[src/rtl/bm_store_pkg.sv]
package bm_store_pkg;
   // Read stream identifiers; the value is also the buffer offset of the
   // stream relative to the buffer currently being written.
   typedef enum int unsigned {
      STREAM_BWD = 0,
      STREAM_FWD = 1,
      STREAM_DMY = 2
   } stream_e;

   localparam int NUM_BUF    = 3;
   localparam int NUM_STREAM = 3;
endpackage

[src/rtl/bm_calc.sv]
module bm_calc #(
   parameter int SW = 8,
   localparam int MW = SW + 2
) (
   input  logic signed [SW-1:0] sys,
   input  logic signed [SW-1:0] par,
   input  logic signed [SW-1:0] apr,
   output logic signed [MW-1:0] metric
);
   logic signed [MW-1:0] apr_x, sys_x, par_x;

   always_comb begin
      apr_x  = {{2{apr[SW-1]}}, apr};
      sys_x  = {{2{sys[SW-1]}}, sys};
      par_x  = {{2{par[SW-1]}}, par};
      // channel reliability of 2 folds into a halved a-priori term
      metric = (apr_x >>> 1) + sys_x + par_x;
   end
endmodule

[src/rtl/bm_bank.sv]
module bm_bank #(
   parameter int DW = 18,
   parameter int M  = 32,
   parameter int AW = 5
) (
   input  logic                clk,
   input  logic                we,
   input  logic [2:0]          wsel,
   input  logic [AW-1:0]       addr,
   input  logic [DW-1:0]       wdata,
   input  logic                re,
   output logic [2:0][DW-1:0]  rdata
);
   for (genvar j = 0; j < bm_store_pkg::NUM_BUF; j++) begin : g_buf
      logic [DW-1:0] mem [M];
      logic [DW-1:0] q;

      // registered read sees the old word when the same address is written
      always_ff @(posedge clk) begin
         if (we && wsel[j]) mem[addr] <= wdata;
         if (re)            q         <= mem[addr];
      end
      assign rdata[j] = q;
   end
endmodule

[src/rtl/bm_route.sv]
module bm_route #(
   parameter int SW = 8,
   localparam int MW = SW + 2,
   localparam int GW = SW + 3,
   localparam int DW = MW + SW
) (
   input  logic [DW-1:0]   stored,
   output logic [4*GW-1:0] bus
);
   logic signed [GW-1:0] g_x, p_x, m_pp, m_pm, m_mp, m_mm;

   always_comb begin
      g_x  = {{(GW-MW){stored[DW-1]}}, stored[DW-1:SW]};
      p_x  = {{(GW-SW){stored[SW-1]}}, stored[SW-1:0]};
      m_pp = g_x;
      m_pm = g_x - (p_x <<< 1);
      m_mp = -m_pm;
      m_mm = -m_pp;
      bus  = {m_mm, m_mp, m_pm, m_pp};
   end
endmodule

[src/rtl/bm_store.sv]
module bm_store
   import bm_store_pkg::*;
#(
   parameter int SW = 8,
   parameter int M  = 32
) (
   input  logic                  clk,
   input  logic                  rst_n,
   input  logic                  in_valid,
   input  logic signed [SW-1:0]  in_sys,
   input  logic signed [SW-1:0]  in_par,
   input  logic signed [SW-1:0]  in_apr,
   output logic                  fwd_valid,
   output logic [4*(SW+3)-1:0]   fwd_bm,
   output logic                  dmy_valid,
   output logic [4*(SW+3)-1:0]   dmy_bm,
   output logic                  bwd_valid,
   output logic [4*(SW+3)-1:0]   bwd_bm
);
   localparam int AW = (M > 1) ? $clog2(M) : 1;
   localparam int MW = SW + 2;
   localparam int GW = SW + 3;
   localparam int DW = MW + SW;
   localparam int BW = 4 * GW;

   if (M < 2) begin : g_bad_depth
      $error("bm_store: window depth M must be at least 2");
   end
   if (SW < 2) begin : g_bad_width
      $error("bm_store: soft value width SW must be at least 2");
   end

   logic [AW-1:0]           idx, waddr;
   logic                    dir, last;
   logic [2:0]              sel, sel_q;
   logic [1:0]              fill;
   logic signed [MW-1:0]    metric;
   logic [2:0][DW-1:0]      rd;
   logic [2:0][BW-1:0]      sbus;

   bm_calc #(.SW(SW)) u_calc (
      .sys    (in_sys),
      .par    (in_par),
      .apr    (in_apr),
      .metric (metric)
   );

   // One address serves the write and all three reads: each window is
   // stored in the opposite direction to the window three before it.
   assign last  = (idx == AW'(M - 1));
   assign waddr = dir ? (AW'(M - 1) - idx) : idx;

   always_ff @(posedge clk or negedge rst_n) begin
      if (!rst_n) begin
         idx  <= '0;
         dir  <= 1'b0;
         sel  <= 3'b001;
         fill <= 2'd0;
      end else if (in_valid) begin
         if (last) begin
            idx <= '0;
            dir <= ~dir;
            sel <= {sel[1:0], sel[2]};
            if (fill != 2'd3) fill <= fill + 2'd1;
         end else begin
            idx <= idx + AW'(1);
         end
      end
   end

   always_ff @(posedge clk or negedge rst_n) begin
      if (!rst_n) begin
         fwd_valid <= 1'b0;
         dmy_valid <= 1'b0;
         bwd_valid <= 1'b0;
         sel_q     <= 3'b001;
      end else begin
         fwd_valid <= in_valid && (fill >= 2'd2);
         dmy_valid <= in_valid && (fill >= 2'd1);
         bwd_valid <= in_valid && (fill == 2'd3);
         if (in_valid) sel_q <= sel;
      end
   end

   bm_bank #(.DW(DW), .M(M), .AW(AW)) u_bank (
      .clk   (clk),
      .we    (in_valid),
      .wsel  (sel),
      .addr  (waddr),
      .wdata ({metric, in_par}),
      .re    (in_valid),
      .rdata (rd)
   );

   for (genvar s = 0; s < NUM_STREAM; s++) begin : g_strm
      logic [DW-1:0] pick;
      logic [BW-1:0] bus;

      always_comb begin
         pick = '0;
         for (int j = 0; j < NUM_BUF; j++) begin
            if (sel_q[j]) pick = pick | rd[(j + s) % NUM_BUF];
         end
      end

      bm_route #(.SW(SW)) u_route (
         .stored (pick),
         .bus    (bus)
      );
      assign sbus[s] = bus;
   end

   assign fwd_bm = sbus[STREAM_FWD];
   assign dmy_bm = sbus[STREAM_DMY];
   assign bwd_bm = sbus[STREAM_BWD];
endmodule

[config.mk]
export PLATFORM = sky130hd
export DESIGN_NAME = bm_store
export DESIGN_NICKNAME = d
export VERILOG_FILES = /design/src/rtl/bm_store_pkg.sv /design/src/rtl/bm_calc.sv /design/src/rtl/bm_bank.sv /design/src/rtl/bm_route.sv /design/src/rtl/bm_store.sv
export SDC_FILE = /design/constraint.sdc
export NUM_CORES = 2
export LEC_CHECK = 0
export ABC_AREA = 1
export BUFFER_PORTS_ARGS = -buffer_cell sky130_fd_sc_hd__buf_2
export CORE_MARGIN = 1
export CORE_UTILIZATION = 45
export CTS_BUF_LIST = sky130_fd_sc_hd__clkbuf_8
export DETAILED_ROUTE_END_ITERATION = 16
export PLACE_DENSITY_LB_ADDON = 0.1
export SLEW_MARGIN = 20
export SYNTH_ARGS = -nofsm -noshare
export SYNTH_HDL_FRONTEND = slang
export SYNTH_SLANG_ARGS = --single-unit
[constraint.sdc]
create_clock -name clk -period 4.7 [get_ports clk]
set_clock_uncertainty 0.05 [all_clocks]
set_input_delay 0 -clock clk [delete_from_list [all_inputs] [get_ports clk]]
set_output_delay 0 -clock clk [all_outputs]
set_load 0.01 [all_outputs]
# Word level (Yosys, flattened, before mapping)
# Memory sizes are Yosys's and may differ from the RTL's. A register that Yosys moved wholly into a read port is not among the register bits.
# Cells that the tools add are included.
word_totals:
  elab_cells: 62
  out_inout_bits: 135
  input_bits: 27
  reg_bits: 17
  memories: 3
  ram_bits: 1728
classes:
  bitwise_logic: 7
  magnitude_cmp: 2
  n_mux: 17
  n_addsub: 14
  eq_ne: 3
  reduce_logical: 8
memory_table:
  columns: ["name", "depth", "word_bits", "read_ports", "rd_ports_with_merged_regs", "wr", "line_no", "rtl"]
  rows:
  - ["u_bank.g_buf[0].mem", 32, 18, 1, 1, 1, "bm_bank.sv:15", "logic [DW-1:0] mem [M];"]
  - ["u_bank.g_buf[1].mem", 32, 18, 1, 1, 1, "bm_bank.sv:15", null]
  - ["u_bank.g_buf[2].mem", 32, 18, 1, 1, 1, "bm_bank.sv:15", null]
op_table:
  columns: ["cell", "n"]
  rows:
  - ["$mux W18", 9]
  - ["$or A18 B18 Y18", 6]
  - ["$neg A10 Y11", 3]
  - ["$neg A11 Y11", 3]
  - ["$sub A10 B9 Y11", 3]
  - ["$add A9 B8 Y10", 1]
  - ["$mux W5", 2]
  - ["$add A7 B8 Y9", 1]
  - ["$logic_and A1 B1 Y1", 6]
  - ["$mux W1", 6]
  - ["$add A5 B1 Y5 const B", 1]
  - ["$eq A5 B5 Y1 const B", 1]
  - ["$sub A5 B5 Y5 const A", 1]
  - ["$reduce_and A3 Y1", 1]
  - ["$add A2 B1 Y2 const B", 1]
  - ["$eq A2 B2 Y1 const B", 1]
  - ["$ge A2 B1 Y1 const B", 1]
  - ["$ge A2 B2 Y1 const B", 1]
  - ["$ne A2 B2 Y1 const B", 1]
  - ["$reduce_and A2 Y1", 1]
  - ["$not A1 Y1", 1]

# Longest topological paths before layout
logic_depth:
  depth_word: 7
  mapped_depth: 22
  ltp_nobuf: 19

# Modules after synthesis
# A second synthesis with hierarchy kept.
hier_totals:
  hier_cells: 7882
  hier_area_um2: 79000.8
modules_own_cells:
  columns: ["mod", "area_each_um2", "cells_each", "instances", "seq_area_each_um2"]
  rows:
  - ["bm_bank", 73294.0, 6969, 1, 53511.3]
  - ["bm_store", 1762.9, 269, 1, 427.9]
  - ["bm_route at g_strm[2].u_route", 1152.4, 193, 1, 0.0]
  - ["bm_route at g_strm[1].u_route", 1137.3, 189, 1, 0.0]
  - ["bm_route at g_strm[0].u_route", 1076.0, 180, 1, 0.0]
  - ["bm_calc", 578.1, 82, 1, 0.0]

# Least setup slack after synthesis
# OpenSTA, ideal clock, no wires.
synth_path:
  path_type: "input -> register"
  start: "input port in_sys[7]"
  end: "memory u_bank.g_buf[0].mem[0][17] (data pin)"
  setup_slack_ps: -903
  setup_ps: 949
  required_ps: 3701
  t_arrival_ps: 4603
  path_buffers: 0
  stages: 3
  cell_sequence: "fa_1 -> ha_1 -> o21ai_0"
synth_between:
  elab_chain_len: 2
synth_lines:
  columns: ["element", "line_no", "rtl"]
  rows:
  - ["start, declared", "bm_store.sv:10", "input logic signed [SW-1:0] in_sys,"]
  - ["$add A7 B8 Y9", "bm_calc.sv:17", "metric = (apr_x >>> 1) + sys_x + par_x;"]
  - ["$add A9 B8 Y10", "bm_calc.sv:17", null]
  - ["via metric[9]", "bm_store.sv:37", "logic signed [MW-1:0] metric;"]
  - ["end, declared", "bm_bank.sv:15", null]
# The timed path passes the listed nets, and every way through them passes these cells.

# Final worst setup path
layout_path:
  start: "register u_bank.g_buf[1].q[9], read port of u_bank.g_buf[1].mem"
  end: "output port bwd_bm[31]"
layout_between:
  elab_chain_len: 6
layout_lines:
  columns: ["element", "line_no", "rtl"]
  rows:
  - ["start, declared", "bm_bank.sv:16", "logic [DW-1:0] q;"]
  - ["$or A18 B18 Y18 *", "bm_store.sv:102", "if (sel_q[j]) pick = pick | rd[(j + s) % NUM_BUF];"]
  - ["$mux W18 *", "bm_store.sv:102", null]
  - ["$or A18 B18 Y18", "bm_store.sv:102", null]
  - ["$mux W18 *", "bm_store.sv:102", null]
  - ["$sub A10 B9 Y11 *", "bm_route.sv:16", "m_pm = g_x - (p_x <<< 1);"]
  - ["$neg A11 Y11 *", "bm_route.sv:17", "m_mp = -m_pm;"]
  - ["end, declared", "bm_store.sv:18", "output logic [4*(SW+3)-1:0] bwd_bm"]
# Mark *: on every way between the ends. The rest lies on a longest branch, timed or not.

==> summary.md <==
| Metric | Value |
|---|---|
| Status | `finished, final reports clean` |
| Nets@finish | `5,257` |
| Static leakage | `27.9 nW` |
| Vias in the first global route | `42.6k` |
| Die ar. | `159,000 sq um` |
| Gpl congestion | `0.840` |
| Post-synthesis mux area share | `0` |
| Largest net degree at the start of global routing | `105` |
| Register area share after synthesis | `0.761` |
| Peak VDD IR | `0.670 mV` |
| H-tree Lvls | `5` |
| Synth cell types | `45` |
| Delay of the slowest critical-path stage | `0.63 ns` |
| Vias | `43.8k` |
| Crit-path max FO | `4` |
| XOR/XNOR share of the synthesized area | `0.00724` |
| Fmax | `232 MHz` |
| DRT antenna net count | `0` |
| Clk_lat worst skew | `1.03 ns` |
| Met2 Usage GRT | `0.417` |
| Storage element area | `53,900 sq um` |
| Period utilization | `0.917` |
| R2R cell count | `10` |
| Share of cells above drive strength 1 | `0.174` |
| Area occupied by multi-input gates | `15,500 sq um` |
| Worst-Margin Slew | `1.13 ns` |
| Routed length per instance | `28.3 um` |
| Worst Setup Start Kind | `flip-flop` |
| Top cell by count, worst path | `nand2_1` |
| Ys async rst share | `0.00945` |
| Die W | `399 um` |
| Max-Cap Viols | `0` |
| 1st-iter DRT viols | `4,370` |
| Adder-cell share of the synthesized area | `0.0106` |
| Total power | `62.4 mW` |
| Avg Cell Area, Syn | `15.0 sq um` |
| GR Overflow Total | `0` |
| DR pass1 iterations | `6` |
| Simple-gate share of the synthesized area | `0.0664` |
| Setup bufs post-CTS | `0` |
| Rel. slew slack | `0.239` |
| M1 GR Usage | `0.377` |
| PwrDens | `767 nW/um^2` |
| Final HPWL DP | `124 mm` |
| Post-Syn Area | `70,900 sq um` |
| Main synth FF type | `edfxtp_1` |
| I/O Buffers | `160` |
| Row count | `145` |
| Synth Area in Compound Gates | `0.126` |
| CTS Root Buffer Type | `clkbuf_8` |
| RSZ-0062 raised after global routing | `false` |
| Syn Nets | `4,792` |
| CP top delay family | `simple AND/OR/NAND/NOR gates` |
| Finished Layout Cells | `7,463` |
| Aggregate routed wire length | `211 mm` |
| Kind of critical path | `reg2out` |
| Fillcell total | `13.2k` |
| TritonCTS Buffers | `316` |
| WHS Path Cells | `5` |
| Final Max Slew Viols | `0` |
| Worst Setup End Kind | `primary output` |
| Core ar. | `156,000 sq um` |
| Layout area overhead | `14.9%` |
| Clock-pin slew on the worst setup and hold paths | `0.06 ns` |
| Commonest cells after routing, fill and taps aside | `edfxtp_1, a22oi_1, a21oi_1` |
| Layer with the highest usage | `met2` |
| Yosys reg bits | `1,799` |
| TNS Setup | `0 ns` |
| DRC | `0` |
| Required time of the critical path | `4.65 ns` |
| DR vias/cell | `5.86` |
| Max clock buf depth | `4` |
| Largest family of logic cells by synthesized area | `compound AO/OA/AOI/OAI gates` |
| Clk sink count | `1,799` |
| Global-route wire length before repair | `301 mm` |
| Initial Util | `0.454` |
| GRT Total Usage | `0.264` |
| Critical-path top delay cell | `edfxtp_1` |
| TritonCTS clock tree | `built` |
| Most common cell after layout, fill and taps aside | `edfxtp_1` |
| Placed cell count | `6,881` |
| Ports | `162` |
| Buffer and inverter count on the worst path | `5` |
| Post-synthesis instance total | `4,712` |
| Arr. time, crit path | `4.26 ns` |
| Initial antenna violation count | `19` |
| Final setup vio count | `0` |
| Min-delay worst type | `in2reg` |
| GR Util met3 | `0.0456` |
| Post-synth EDFFs | `1,782` |
| Final Hold Fails | `0` |
| Die H | `399 um` |
| Yosys warns | `0` |
| Final worst path period need | `4.31 ns` |
| Critical path depth in cells | `20` |
| Critical path, cell by cell | `inv_1 -> o22ai_1 -> a21oi_2 -> ha_1 -> inv_1 -> fa_1 -> nand2_1 -> inv_1 -> o21ai_0 -> nand2_1 -> nand2_1 -> nand2_1 -> nor2_1 -> nand2_1 -> nor2_1 -> nand2_1 -> nand2_1 -> nand2_1 -> inv_1 -> buf_2` |
[worst min-delay path: cells and delay by family]
kind | cells | cell delay (ns)
xor+xnor | 1 | 0.11
buf+inv | 2 | 0.29
fa+ha+maj | 2 | 0.44
[cell families (layout without fill, tap and decap cells)]
group | count (synthesis) | in the layout
flops | 1799 | 1799
compound gates | 1353 | 1353
simple gates | 1011 | 1011
buf+inv | 443 | 1132
fa+ha+maj | 53 | 53
xor+xnor | 53 | 53
other cells | 0 | 4
[synth_stat cells, types with 2 or more instances]
library cell,n,area [sq um]
nor2_1,164,616
o211ai_1,3,22.5
clkbuf_1,59,221
a21oi_1,447,2240
nor2_2,2,12.5
xnor2_1,15,131
a22oi_1,832,6250
edfxtp_1,1782,53500
o21ai_1,3,15.0
nand2_1,401,1510
nand3_1,84,420
a31oi_1,2,12.5
buf_6,6,67.6
a21boi_0,3,22.5
xnor2_2,4,65.1
ha_1,41,513
o22ai_1,21,131
buf_1,13,48.8
or2_2,49,307
fa_1,12,240
dfrtp_1,15,375
a21o_1,4,30.0
inv_1,143,537
nand3b_1,12,90.1
a211oi_1,2,15.0
or2_1,145,907
inv_2,12,45.0
buf_2,186,931
xor2_1,33,289
o21ai_0,30,150
clkinv_1,3,11.3
or2_0,3,18.8
nand4_1,28,175
nor3_1,115,576
o221ai_1,4,35.0
nor2_4,4,45.0
dfstp_2,2,52.6
buf_4,21,158
[repair_timing]
item	4_1_cts	5_1_grt
setup endpoints to repair	0	5
hold endpoints to repair	801	75
gates resized for setup	0	5
hold buffers	33	3
[sequential cells by signal (all words and copies together), names as in the netlist]
| name | count |
|---|---|
| u_bank.g_buf.mem | 1728 |
| sel | 3 |
| u_bank.g_buf.q | 54 |
| fill | 2 |
| bwd_valid | 1 |
| idx | 5 |
| sel_q | 3 |
| fwd_valid | 1 |
| dmy_valid | 1 |
| dir | 1 |
[worst paths after layout]
path	start	end	slack (ns)
setup / recovery	u_bank.g_buf[1].q[9]	bwd_bm[31]	0.39
hold / removal	in_sys[7]	u_bank.g_buf[0].mem[3][15]	0.05
setup reg to reg	dir	u_bank.g_buf[0].q[9]	0.90
hold reg to reg	sel[0]	sel[0]	0.44
max in group asynchronous	rst_n	sel[0]	4.05
min in group asynchronous	rst_n	bwd_valid	0.09
[metal layers]
metal / wire length (um) / up-vias
met4: 4930 / 4
met5: 26 / -
li1: - / 19255
met1: 91700 / 22458
met3: 15100 / 316
met2: 99700 / 1730
[metrics by stage]
| step | utilization | area [sq um] | setup slack [ns] | hold slack (ns) |
|---|---|---|---|---|
| detailed placement | 0.484 | 75700 | 0.662 | -0.0459 |
| CTS | 0.521 | 81400 | 0.211 | 0.00563 |
| finish | 0.521 | 81400 | 0.388 | 0.0546 |
| floorplan | - | 70900 | 0.0584 | -0.346 |
| global placement | 0.484 | 75700 | 0.683 | -0.0475 |
| global route | 0.521 | 81400 | 0.0222 | 0.0506 |
[layout make-up]
type                    instances  area share
flip-flops and latches       1799       0.662
multi-input cells            2470       0.191
clock buffers                 331      0.0559
repair buffers                432      0.0413
well taps                    2058      0.0316
clock inverters               211      0.0104
inverters                     158     0.00737
diodes                          4    0.000123
[report_power, final]
part / total [mW] / switching [mW] / leakage [nW] / internal, mW
Combinational: 29.2 / 20.4 / 8.40 / 8.83
Clock: 12.6 / 6.13 / 3.21 / 6.50
Sequential: 20.6 / 0.780 / 16.3 / 19.8
No activity file was read; power rests on OpenSTA's default activity.
